File: src/rtl/irq_arb_pkg.sv
package irq_arb_pkg;
  typedef enum logic [1:0] {
    KIND_NONE = 2'd0,
    KIND_NMI  = 2'd1,
    KIND_BRK  = 2'd2,
    KIND_MASK = 2'd3
  } irq_kind_e;
endpackage

File: src/rtl/irq_nmi_latch.sv
module irq_nmi_latch (
  input  logic clk,
  input  logic rst,
  input  logic pin,
  input  logic clr,
  output logic pend
);
  logic pin_q;
  logic rise;

  assign rise = pin && !pin_q;

  always_ff @(posedge clk) begin
    if (rst) begin
      pin_q <= 1'b0;
      pend  <= 1'b0;
    end else begin
      pin_q <= pin;
      pend  <= (pend && !clr) || rise;
    end
  end

  // a held flag survives any cycle in which it was not taken
  p_sticky_r11: assert property (@(posedge clk) disable iff (rst)
    ($past(pend) && !$past(clr)) |-> pend);
endmodule

File: src/rtl/irq_gate.sv
module irq_gate #(
  parameter int NSRC = 16
) (
  input  logic [NSRC-1:0] req,
  input  logic [NSRC-1:0] en,
  input  logic [NSRC-1:0] lvl,
  input  logic            mask_i,
  input  logic            mask_ui,
  output logic [NSRC-1:0] elig_hi,
  output logic [NSRC-1:0] elig_lo
);
  logic hi_open;
  logic lo_open;

  assign hi_open = !mask_i || !mask_ui;
  assign lo_open = !mask_i;

  for (genvar g = 0; g < NSRC; g++) begin : g_src
    assign elig_hi[g] = req[g] && en[g] &&  lvl[g] && hi_open;
    assign elig_lo[g] = req[g] && en[g] && !lvl[g] && lo_open;
  end
endmodule

File: src/rtl/irq_pick.sv
module irq_pick #(
  parameter int W = 16,
  localparam int IW = (W > 1) ? $clog2(W) : 1
) (
  input  logic [W-1:0]  vec,
  output logic          found,
  output logic [IW-1:0] idx
);
  always_comb begin
    idx = '0;
    for (int i = W - 1; i >= 0; i--) begin
      if (vec[i]) idx = IW'(i);
    end
    found = |vec;
  end

  // the reported index always points at a set bit
  always_comb begin
    if (found) begin
      p_pick_hit_r4: assert (vec[idx]);
    end
  end
endmodule

File: src/rtl/irq_arbiter.sv
module irq_arbiter
  import irq_arb_pkg::*;
#(
  parameter int NSRC     = 16,
  parameter int VW       = 6,
  parameter int VEC_NMI  = 7,
  parameter int VEC_BRK  = 8,
  parameter int VEC_BASE = 16
) (
  input  logic            clk,
  input  logic            rst,
  input  logic [NSRC-1:0] src_req,
  input  logic [NSRC-1:0] src_en,
  input  logic [NSRC-1:0] src_lvl,
  input  logic            nmi_in,
  input  logic            brk_req,
  input  logic            mask_i,
  input  logic            mask_ui,
  input  logic            insn_done,
  output logic            take,
  output logic [VW-1:0]   take_vec,
  output logic            set_masks
);
  localparam int IW = (NSRC > 1) ? $clog2(NSRC) : 1;

  logic [NSRC-1:0] elig_hi, elig_lo;
  logic            hi_found, lo_found;
  logic [IW-1:0]   hi_idx, lo_idx;
  logic            nmi_pend;
  irq_kind_e       kind;
  logic [VW-1:0]   nxt_vec;
  logic            accept;

  irq_gate #(.NSRC(NSRC)) u_gate (
    .req(src_req), .en(src_en), .lvl(src_lvl),
    .mask_i(mask_i), .mask_ui(mask_ui),
    .elig_hi(elig_hi), .elig_lo(elig_lo)
  );

  irq_pick #(.W(NSRC)) u_pick_hi (
    .vec(elig_hi), .found(hi_found), .idx(hi_idx)
  );

  irq_pick #(.W(NSRC)) u_pick_lo (
    .vec(elig_lo), .found(lo_found), .idx(lo_idx)
  );

  irq_nmi_latch u_nmi (
    .clk(clk), .rst(rst), .pin(nmi_in),
    .clr(accept && (kind == KIND_NMI)), .pend(nmi_pend)
  );

  always_comb begin
    kind    = KIND_NONE;
    nxt_vec = '0;
    if (nmi_pend) begin
      kind    = KIND_NMI;
      nxt_vec = VW'(VEC_NMI);
    end else if (brk_req) begin
      kind    = KIND_BRK;
      nxt_vec = VW'(VEC_BRK);
    end else if (hi_found) begin
      kind    = KIND_MASK;
      nxt_vec = VW'(VEC_BASE) + VW'(hi_idx);
    end else if (lo_found) begin
      kind    = KIND_MASK;
      nxt_vec = VW'(VEC_BASE) + VW'(lo_idx);
    end
  end

  assign accept = insn_done && (kind != KIND_NONE);

  always_ff @(posedge clk) begin
    if (rst) begin
      take      <= 1'b0;
      set_masks <= 1'b0;
      take_vec  <= '0;
    end else begin
      take      <= accept;
      set_masks <= accept;
      if (accept) take_vec <= nxt_vec;
    end
  end

  // Checking aids: which maskable source the vector names
  logic [NSRC-1:0] acc_hot;
  for (genvar g = 0; g < NSRC; g++) begin : g_hot
    assign acc_hot[g] = (take_vec == VW'(VEC_BASE + g));
  end

  // a pulse only follows a boundary strobe
  p_boundary_r8: assert property (@(posedge clk) disable iff (rst)
    take |-> $past(insn_done));

  // fully masked core sees only the two unmaskable kinds
  p_locked_r7: assert property (@(posedge clk) disable iff (rst)
    (take && $past(mask_i) && $past(mask_ui)) |->
      (take_vec == VW'(VEC_NMI) || take_vec == VW'(VEC_BRK)));

  // an accepted maskable source was requesting and enabled
  p_enabled_r2: assert property (@(posedge clk) disable iff (rst)
    (take && |acc_hot) |-> |(acc_hot & $past(src_req & src_en)));

  // with the primary mask set, only high-level sources pass
  p_lvl0_r5: assert property (@(posedge clk) disable iff (rst)
    (take && |acc_hot && $past(mask_i)) |-> |(acc_hot & $past(src_lvl)));

  // a pending non-maskable request wins the next boundary
  p_nmi_first_r11: assert property (@(posedge clk) disable iff (rst)
    ($past(nmi_pend) && $past(insn_done)) |->
      (take && take_vec == VW'(VEC_NMI)));
endmodule

File: config.mk
export PLATFORM = sky130hd
export DESIGN_NAME = irq_arbiter
export DESIGN_NICKNAME = d
export VERILOG_FILES = /design/src/rtl/irq_arb_pkg.sv /design/src/rtl/irq_nmi_latch.sv /design/src/rtl/irq_gate.sv /design/src/rtl/irq_pick.sv /design/src/rtl/irq_arbiter.sv
export SDC_FILE = /design/constraint.sdc
export NUM_CORES = 1
export LEC_CHECK = 0
export BUFFER_PORTS_ARGS = -buffer_cell sky130_fd_sc_hd__buf_4
export CAP_MARGIN = 15
export CORE_UTILIZATION = 45
export CTS_CLUSTER_SIZE = 40
export DETAILED_ROUTE_END_ITERATION = 8
export PLACE_DENSITY = 0.94
export SLEW_MARGIN = 20
export SYNTH_ARGS = -nofsm -noshare
export SYNTH_HDL_FRONTEND = slang
export SYNTH_HIERARCHICAL = 1
export SYNTH_SLANG_ARGS = --single-unit
File: constraint.sdc
create_clock -name clk -period 7 [get_ports clk]
set_input_delay 1.05 -clock clk [delete_from_list [all_inputs] [get_ports clk]]
set_output_delay 1.05 -clock clk [all_outputs]
set_load 0.005 [all_outputs]
-- Word-level counts from Yosys, hierarchy flattened
Index checks and enable logic that the tools add are counted.
- add/subtract/negate cells: 2
- multiply operators: 0
- divide/modulo/power cells: 0
- magnitude comparators: 0
- eq/ne operators: 1
- shift operators: 0
- multiplexer cells: 40
- bitwise logic cells: 0
- reduce and logical (&&, ||, !) cells: 109
- operators with widths (cell ; number):
    4-bit two-way mux ; 32
    1-bit logical AND ; 84
    16-bit OR reduction ; 2
    6-bit two-way mux ; 4
    1-bit logical NOT ; 20
    5-bit by 4-bit adder with 6-bit output (first input constant) ; 2
    2-bit two-way mux ; 4
    2-bit by 1-bit == test with 1-bit output (second input constant) ; 1
    1-bit logical OR ; 2
    2-bit nonzero test ; 1
- register bits: 9
- bits in latches: 0
- bits in writable memories: 0
- ROM bits: 0
- output and inout port bits: 8
- word-level logic and storage cells: 156
- memories: 0

-- Longest topological paths before layout
Gate-level depths: netlist (run 1).
- depth after elaboration: 24
- depth in mapped cells: 10
- gate-level depth less buffers: 9

-- By module
Netlist (run 1), hierarchy kept.
- modules (own cells, without submodules) (module ; instances ; cells each ; area each (µm²)):
    irq_pick ; 2 ; 34 ; 176.4
    irq_arbiter ; 1 ; 36 ; 344.1
    irq_gate ; 1 ; 52 ; 324.1
    irq_nmi_latch ; 1 ; 6 ; 75.1

-- Least setup slack after synthesis (run 1)
No wires, ideal clock.
- path type: input -> register
- from: input mask_i
- to: register take_vec[0]
- data arrival time: 3001 ps
- setup slack: 3872 ps
- cell stages on the path: 10
- path through: buf_6 nand2_4 buf_6 and4_1 nor4_2 nand3_1 or3_1 o41a_2 nor2_1 a211oi_1
- elaborated cells on any way between the ends: 80
- classes of those cells: add/sub: 2; mux: 40; reduce/logical: 38
- RTL lines (what ; line ; source):
    from (decl) ; irq_arbiter.sv:17 ; input logic mask_i,
    1-bit logical NOT (*) ; irq_gate.sv:15 ; assign hi_open = !mask_i || !mask_ui;
    1-bit logical OR (*) ; irq_gate.sv:15 ;
    1-bit logical AND (*) ; irq_gate.sv:19 ; assign elig_hi[g] = req[g] && en[g] && lvl[g] && hi_open;
    net elig_hi[4] ; irq_arbiter.sv:26 ; logic [NSRC-1:0] elig_hi, elig_lo;
    16-bit OR reduction (*) ; irq_pick.sv:14 ; found = |vec;
    net hi_found ; irq_arbiter.sv:27 ; logic hi_found, lo_found;
    2-bit two-way mux ; irq_arbiter.sv:62 ; end else if (hi_found) begin
    2-bit two-way mux ; irq_arbiter.sv:59 ; end else if (brk_req) begin
    2-bit two-way mux ; irq_arbiter.sv:56 ; if (nmi_pend) begin
    2-bit nonzero test ; irq_arbiter.sv:71 ; assign accept = insn_done && (kind != KIND_NONE);
    1-bit logical AND ; irq_arbiter.sv:71 ;
    to (signal assigned) ; irq_arbiter.sv:81 ; if (accept) take_vec <= nxt_vec;
    to (decl) ; irq_arbiter.sv:21 ; output logic [VW-1:0] take_vec,
Mark *: on every way through the listed nets, which the timed path passes. The rest lies on a longest branch.
A chain may end at the register's enable or synchronous reset.

-- Final worst setup path (run 1)
- from: input mask_i
- to: register take_vec[3]
Same word-level chain as after synthesis.

==> results.txt, run 1 <==
The logs give 0 for the initial antenna violation count and 0 for the count of cells resized by post-cts repair. The largest area contributor in the synthesized netlist is sky130_fd_sc_hd__dfxtp_1. The max-slew headroom at the worst pin was 0.652; the part of the Yosys area used for sequential elements was 0.146.

By area the synthesized netlist is led by sky130_fd_sc_hd__dfxtp_1 15%, sky130_fd_sc_hd__and4_1 12%, sky130_fd_sc_hd__nand2_1 8.9%, sky130_fd_sc_hd__nor3_1 8.2%, sky130_fd_sc_hd__nor2_1 6.5%. The clock tree buffer depth is 2. The tools report the arrival time at the worst endpoint as 3340 ps. The layout overhead on the synthesized area was 42.9%; the period utilization was 0.453. The completed layout was analyzed and its total power is 0.174 mW. The commonest cells after synthesis are 26 x sky130_fd_sc_hd__nand2_1, 19 x sky130_fd_sc_hd__nor2_1, 18 x sky130_fd_sc_hd__nor3_1. In this run, distinct cell masters in the synthesized netlist total 40. The worst path needs 3170 ps of the cycle, external delays included. The run finished with clean final reports. At the worst endpoint, the required time is 7170 ps. The clock sink count was 8; the mean instance size in the synthesized netlist was 6.77 um^2.

The run gives 0 as the number of max-slew violations in the final report. The tools report the number of DRC markers in iteration 0 as 73. Top flip-flop cell by instance count after synthesis: sky130_fd_sc_hd__dfxtp_1. In the final layout, flip-flops and latches occupy 160 um^2.

The proportion of layout cells with a drive suffix above 1 works out to 0.348. Entering global routing, the biggest net connects 18 pins. 63 I/O pins were placed. Type of the most critical hold path: reg2reg. The post-synthesis net count is 217. The number of instances in the synthesized netlist is 162, and the total negative setup slack is 0 ps. The largest stage delay on the critical path works out to 510 ps. Clock-pin slew reported for the worst setup and hold paths after clock tree synthesis: 50 ps. Maximum clock rate: 316 MHz. The via count of the first global-routing pass is 1318. The hold violation total from the final report was 0.

The critical path class is in2reg. For this block, the via count after detailed routing is 1482. The leakage component of the power came out at 0.715 nW. The share of flip-flops with an asynchronous set or reset after synthesis was 0; the count of flip-flops with a built-in enable after synthesis was 0. The count of hold buffers inserted by post-cts repair is 0. The final antenna-violating net count is 0, and the number of synthesis warnings is 6. Detailed placement finished with a half-perimeter wire length of 2620 um. The count of buffers inserted at the top-level ports was 61.

Broken down by cell family, the worst path's largest delay share belongs to simple AND/OR/NAND/NOR gates. The number of synthesized register bits was 8. STA classifies the critical path endpoint as a flop. In this run the horizontal extent of the chip is 51.4 um. Setup repair after global routing left no endpoint under its margin.

The number of H-tree branching levels came out at 1. For the final database, setup skew stands at 6.18 ps. The iteration count of the initial detailed-routing pass was 4; the mean routed wirelength per cell was 12.6 um. The share of the synthesized area in the top cell type was 0.146. Power spread over the standard cell area amounts to 111 mW/mm^2. Net count reported at finish: 278. The clock reaches the later pin of the worst-skew pair after 260 ps. The slowest stage of the critical path is the sky130_fd_sc_hd__o41ai_1 cell. The die covers 0.00264 mm^2.

After detailed routing, the number of remaining DRC violations is 0. Post-CTS timing repair inserted 0 buffers for setup. The floorplan step set the die height to 51.4 um. Placer congestion estimate: 0.928. By instance count, the leading cell after synthesis is sky130_fd_sc_hd__nand2_1. Area of the placeable core: 0.00225 mm^2. The global-route wire length before repair was 5090 um.

The worst setup path is launched from an input pin. Initial standard-cell utilization of the core: 0.486. The signal on the critical path passes through buf_4 > nand2_4 > and4_1 > nor4_2 > nand3_1 > or3_1 > o41ai_1 > nand3b_1 > o41ai_2.

The number of placement rows is 17, and the all-layer global routing usage is 0.254. For the sum of routed wire length over all layers, the log shows 3130 um. The run gives 211 as the number of fillers in the final layout. Combined buffer and inverter count along the critical path: 1.

TritonCTS buffer count: 3. Of all nets on the critical path, the largest fanout is 17. The library cell used as clock root buffer was sky130_fd_sc_hd__clkbuf_4.

For the pin with the worst max-slew slack, the measured transition is 518 ps. The synthesized area came out at 0.00110 mm^2. Setup violations remaining at the end of the flow were counted as 0. TritonCTS built the clock tree. In the routed layout, each cell is associated on average with a via count of 5.95. The tools report the total grt overflow as 0.

The max-cap check violation count was 0. The run gives 0.0861 mV as the peak supply drop. The area of the multi-input gates is 861 um^2. The number of antenna diodes in the final layout is 0.
==> state kept, by name, indices dropped and copies added, names as in the netlist <==
name         flops
set_masks        1
u_nmi/pin_q      1
take_vec         5
u_nmi/pend       1
==> metrics by stage <==
stage	instance area, um^2	instances	setup WS [ps]	hold slack, ps	utilization
after floorplan	1100	162	3870	442	-
after global placement	1540	246	3710	443	0.685
after detailed placement	1540	246	3600	446	0.685
after CTS	1570	249	3860	455	0.695
after global routing	1570	249	3590	470	0.695
final	1570	249	3830	456	0.695
==> cells in the final DEF, fill, tap and decap left out, types with 2 or more instances in the layout <==
cell	count
sky130_fd_sc_hd__or3_1	2
sky130_fd_sc_hd__and4_1	15
sky130_fd_sc_hd__o311a_1	2
sky130_fd_sc_hd__nand3_1	4
sky130_fd_sc_hd__dfxtp_1	8
sky130_fd_sc_hd__nor4_2	2
sky130_fd_sc_hd__o21ai_0	5
sky130_fd_sc_hd__and3_1	2
sky130_fd_sc_hd__nor3_1	18
sky130_fd_sc_hd__nor2_1	19
sky130_fd_sc_hd__nor4_1	2
sky130_fd_sc_hd__o22ai_1	2
sky130_fd_sc_hd__a21oi_1	6
sky130_fd_sc_hd__a31oi_1	5
sky130_fd_sc_hd__buf_4	61
sky130_fd_sc_hd__clkbuf_4	3
sky130_fd_sc_hd__a32oi_1	2
sky130_fd_sc_hd__a211oi_1	4
sky130_fd_sc_hd__o31ai_1	2
sky130_fd_sc_hd__nand2_1	26
sky130_fd_sc_hd__nor2_2	2
sky130_fd_sc_hd__nand2b_1	4
sky130_fd_sc_hd__inv_1	8
==> per-layer routing <==
layer	wire length [um]	track usage	part of all wire
met1	1220	0.267	0.39
met2	1580	0.496	0.51
met3	255	0.0179	0.082
met4	69	0.126	0.022
met5	0	0	0
==> tightest hold or removal path: stages (launching register included) <==
cell                       delay [ps]
sky130_fd_sc_hd__dfxtp_1          300
sky130_fd_sc_hd__inv_1             50
sky130_fd_sc_hd__a211oi_1          50
==> final timing paths <==
kind	endpoint	slack (ps)	depth (start not counted)	from
worst max-delay path	take_vec[3]	3830	9	mask_i
worst min-delay path	take_vec[4]	460	2	take_vec[4]
worst min register to register	take_vec[4]	460	2	take_vec[4]
worst max register to register	take_vec[3]	5770	3	u_nmi/pend
==> layout make-up <==
cell class                      count  share of cell area
Tap cell                           28              0.0224
Clock buffer                        3              0.0144
Inverter                            8              0.0192
Sequential cell                     8               0.102
Timing Repair Buffer               61               0.292
Multi-Input combinational cell    141               0.550
==> report_power, final <==
group	total (mW)	internal, mW	leakage [nW]	switching [mW]
Combinational	0.0861	0.0458	0.635	0.0403
Sequential	0.0518	0.0494	0.0664	0.00242
Clock	0.0358	0.0196	0.0138	0.0161
==> logic make-up (layout without fill, tap and decap cells) <==
| kind of cell | count (synthesis) | count (layout) | share of synthesized area |
|---|---|---|---|
| DFF | 8 | 8 | 0.146 |
| AOI/OAI and AO/OA | 34 | 34 | 0.228 |
| other | 1 | 1 | 0.00342 |
| buffers and inverters | 13 | 72 | 0.0685 |
| and+or+nand+nor | 106 | 106 | 0.554 |
No activity file was read; power rests on OpenSTA's default activity.
==> inputs of run 2 (changes only) <==
--- a/config.mk
+++ b/config.mk
@@ -7,10 +7,10 @@
 export LEC_CHECK = 0
 export BUFFER_PORTS_ARGS = -buffer_cell sky130_fd_sc_hd__buf_4
 export CAP_MARGIN = 15
-export CORE_UTILIZATION = 45
+export CORE_UTILIZATION = 44
 export CTS_CLUSTER_SIZE = 40
 export DETAILED_ROUTE_END_ITERATION = 8
-export PLACE_DENSITY = 0.94
+export PLACE_DENSITY = 0.92
 export SLEW_MARGIN = 20
 export SYNTH_ARGS = -nofsm -noshare
 export SYNTH_HDL_FRONTEND = slang
==> constraint.sdc (replaced) <==
create_clock -name clk -period 3.18 [get_ports clk]
set_input_delay 0.477 -clock clk [delete_from_list [all_inputs] [get_ports clk]]
set_output_delay 0.477 -clock clk [all_outputs]
set_load 0.005 [all_outputs]
==> run 2 against run 1 <==
Final area did not move. Via count fell by 2.8%. Sequential share of layout area unchanged. Utilization fell by 0.65 points. Clock skew decreased by 4.9 ps.
==> results.txt, run 2 (same netlist as run 1, synthesis figures left out) <==
The tools report the count of final setup violators as 0 (unchanged). The run gives 260 ps (about the same) as the insertion delay of the later-clocked pin in the worst-skew pair. The initial antenna violation count was 0 (unchanged); the placer congestion estimate was 0.943 (+1.6%).

Maximum number of pins on one net before global-route repair: 18 (unchanged). All-layer global routing usage: 0.230 (-0.0239). The mean routed wirelength per cell was 11.7 um (-6.9%); the sequential group share of total power was 0.301 (+0.003). The total grt overflow is 0 (unchanged), and the post-route worst setup slack is 637 ps (-3190 ps).

The layout overhead on the synthesized area was 42.9% (unchanged); the sum of routed wire length over all layers was 2910 um (-6.9%). The leakage component of the power came out at 0.715 nW (unchanged). The total negative setup slack was 0 ps (unchanged).

The vias after detailed routing was 1440 (-2.8%); the count of hold buffers inserted by post-cts repair was 0 (unchanged). Traced cell by cell, the critical path runs through buf_4 > nand2_4 > and4_1 > nor4_2 > nand3_1 > or3_1 > o41a_2 > nor2_1 > a211oi_1. The critical path class is in2reg.

The post-CTS setup buffer count is 0 (unchanged), and the die area is 0.00269 mm^2 (+2.2%). The clock tree buffer depth came out at 2 (unchanged). The die width was 51.9 um (+1.1%); the clock sink count was 8 (unchanged). The number of max-slew violations in the final report was 0 (unchanged); the net count reported at finish was 278 (unchanged). The sum of internal, switching and leakage power was 0.379 mW (+120%); the worst reg-to-reg setup slack was 2000 ps (-3770 ps). The count of buffers inserted at the top-level ports works out to 61 (unchanged).

The switching power summed over all nets is 0.127 mW (+120%), and the clock period minus final worst setup slack is 2540 ps. Via count of the first global-routing pass: 1238 (-6.1%). The global-route wire length before repair was 4800 um (-5.8%); the number of DRC markers in iteration 0 was 38 (-48%).

The flow ran to the end, and the final reports show no timing, DRC or antenna violations. Static timing analysis puts the maximum clock frequency at 393 MHz. Setup repair after global routing left no endpoint under its margin. TritonCTS buffer count: 3 (unchanged). The critical path launch point type is an input pin. STA classifies the critical path endpoint as a flop. Leaving out fill and tap cells, the most frequent cell in the layout is sky130_fd_sc_hd__buf_4. The largest individual stage delay along the critical path comes from the cell sky130_fd_sc_hd__o41a_2. The arrival time at the worst endpoint is 2680 ps (-660 ps).

The fraction of power spent switching nets works out to 0.334 (-0.00466). The tools report the number of ports placed on the die boundary as 63 (unchanged). The run gives 0.482 (-0.00454) as the initial standard-cell utilization of the core. For the worst slack at placement, the log shows 379 ps (-3220 ps). The power density of the placed cells works out to 242 mW/mm^2 (+120%).

The run gives 442 ps (-13.3 ps) as the worst hold slack. The number of H-tree branching levels is 1 (unchanged), and the internal portion of total power is 0.253 mW (+120%). The combinational fraction of design power was 0.494 (-0.002); the clock-pin slew reported for the worst setup and hold paths after clock tree synthesis was 50 ps (about the same). The tree is rooted in a sky130_fd_sc_hd__clkbuf_4. The final antenna-violating net count came out at 0 (unchanged).

The tools report the power share of the clock group as 0.205 (about the same). The maximum fanout encountered on the critical timing path is 17 (unchanged). The tools report the number of placement rows as 17 (unchanged). The period utilization works out to 0.800.

The HPWL reported at the end of detailed placement was 2480 um (-5.6%); the number of vias per cell after detailed routing was 5.78 (-2.8%). Die height: 51.9 um (+1.1%). The antenna diode count was 0 (unchanged); the peak supply drop was 0.164 mV (+91%).

Type of the most critical hold path: in2reg. The flip-flop count of the largest register after layout is 5 (unchanged). In the layout the commonest cells are 61 x sky130_fd_sc_hd__buf_4, 26 x sky130_fd_sc_hd__nand2_1, 19 x sky130_fd_sc_hd__nor2_1. The hold violation total from the final report was 0 (unchanged). The tools report the area of the placeable core as 0.00228 mm^2 (+0.94%). The run gives 0 (unchanged) as the remaining routing DRC violations. The count of cells resized by post-cts repair is 0 (unchanged), and the largest stage delay on the critical path is 510 ps (about the same).

TritonCTS built the clock tree. The register with the most flip-flops was take_vec. The critical path required time is 3320 ps (-3850 ps). The proportion of layout cells with a drive suffix above 1 was 0.348 (unchanged). The iteration count of the initial detailed-routing pass is 4 (unchanged), and the final clock skew is 1.28 ps (-4.90 ps). The tools report the max-cap check violation count as 0 (unchanged).
[run 2: cell counts in the layout (fill, tap and decap cells not counted)]
No cell type changed its count.
[run 2: routing by layer]
| layer | track usage | part of all wire | vias to the layer above |
|---|---|---|---|
| met5 | 0 | 0 | - |
| met4 | 0.0901 | 0.017 | 0 |
| met3 | 0.0146 | 0.067 | 5 |
| met2 | 0.395 | 0.47 | 66 |
| met1 | 0.294 | 0.44 | 639 |
| li1 | - | - | 730 |
[run 2: worst max-delay path: cells and delay by family]
family | cells | cell delay [ps]
and+or+nand+nor | 6 | 1410
buffers and inverters | 1 | 200
AOI/OAI and AO/OA | 2 | 570
[run 2: final timing paths]
path,from,to,cells after the start
hold reg to reg,take_vec[4],take_vec[4],2
setup / recovery,mask_i,take_vec[2],9
hold / removal,rst,u_nmi/pend,2
setup reg to reg,u_nmi/pend,take_vec[2],3
[run 2: power groups by stage]
stage / combinational (mW) / sequential [mW] / clock [mW]
global placement: 0.183 / 0.116 / 0
detailed placement: 0.186 / 0.116 / 0
finish: 0.187 / 0.114 / 0.0779
global route: 0.208 / 0.115 / 0.0840
CTS: 0.186 / 0.114 / 0.0801
floorplan: 0.103 / 0.116 / 0
[run 2: area by class of cell]
| class | instances | area, um^2 |
|---|---|---|
| well taps | 28 | 35.0 |
| inverters | 8 | 30.0 |
| flip-flops and latches | 8 | 160 |
| repair buffers | 61 | 458 |
| clock buffers | 3 | 22.5 |
| multi-input cells | 141 | 861 |
| fillers | 202 | 709 |
[run 2: per-stage QoR]
stage,instance area (um^2),instances,util
final,1570,249,0.688
after global routing,1570,249,0.688
after CTS,1570,249,0.688
after detailed placement,1540,246,0.678
after global placement,1540,246,0.678
after floorplan,1100,162,-
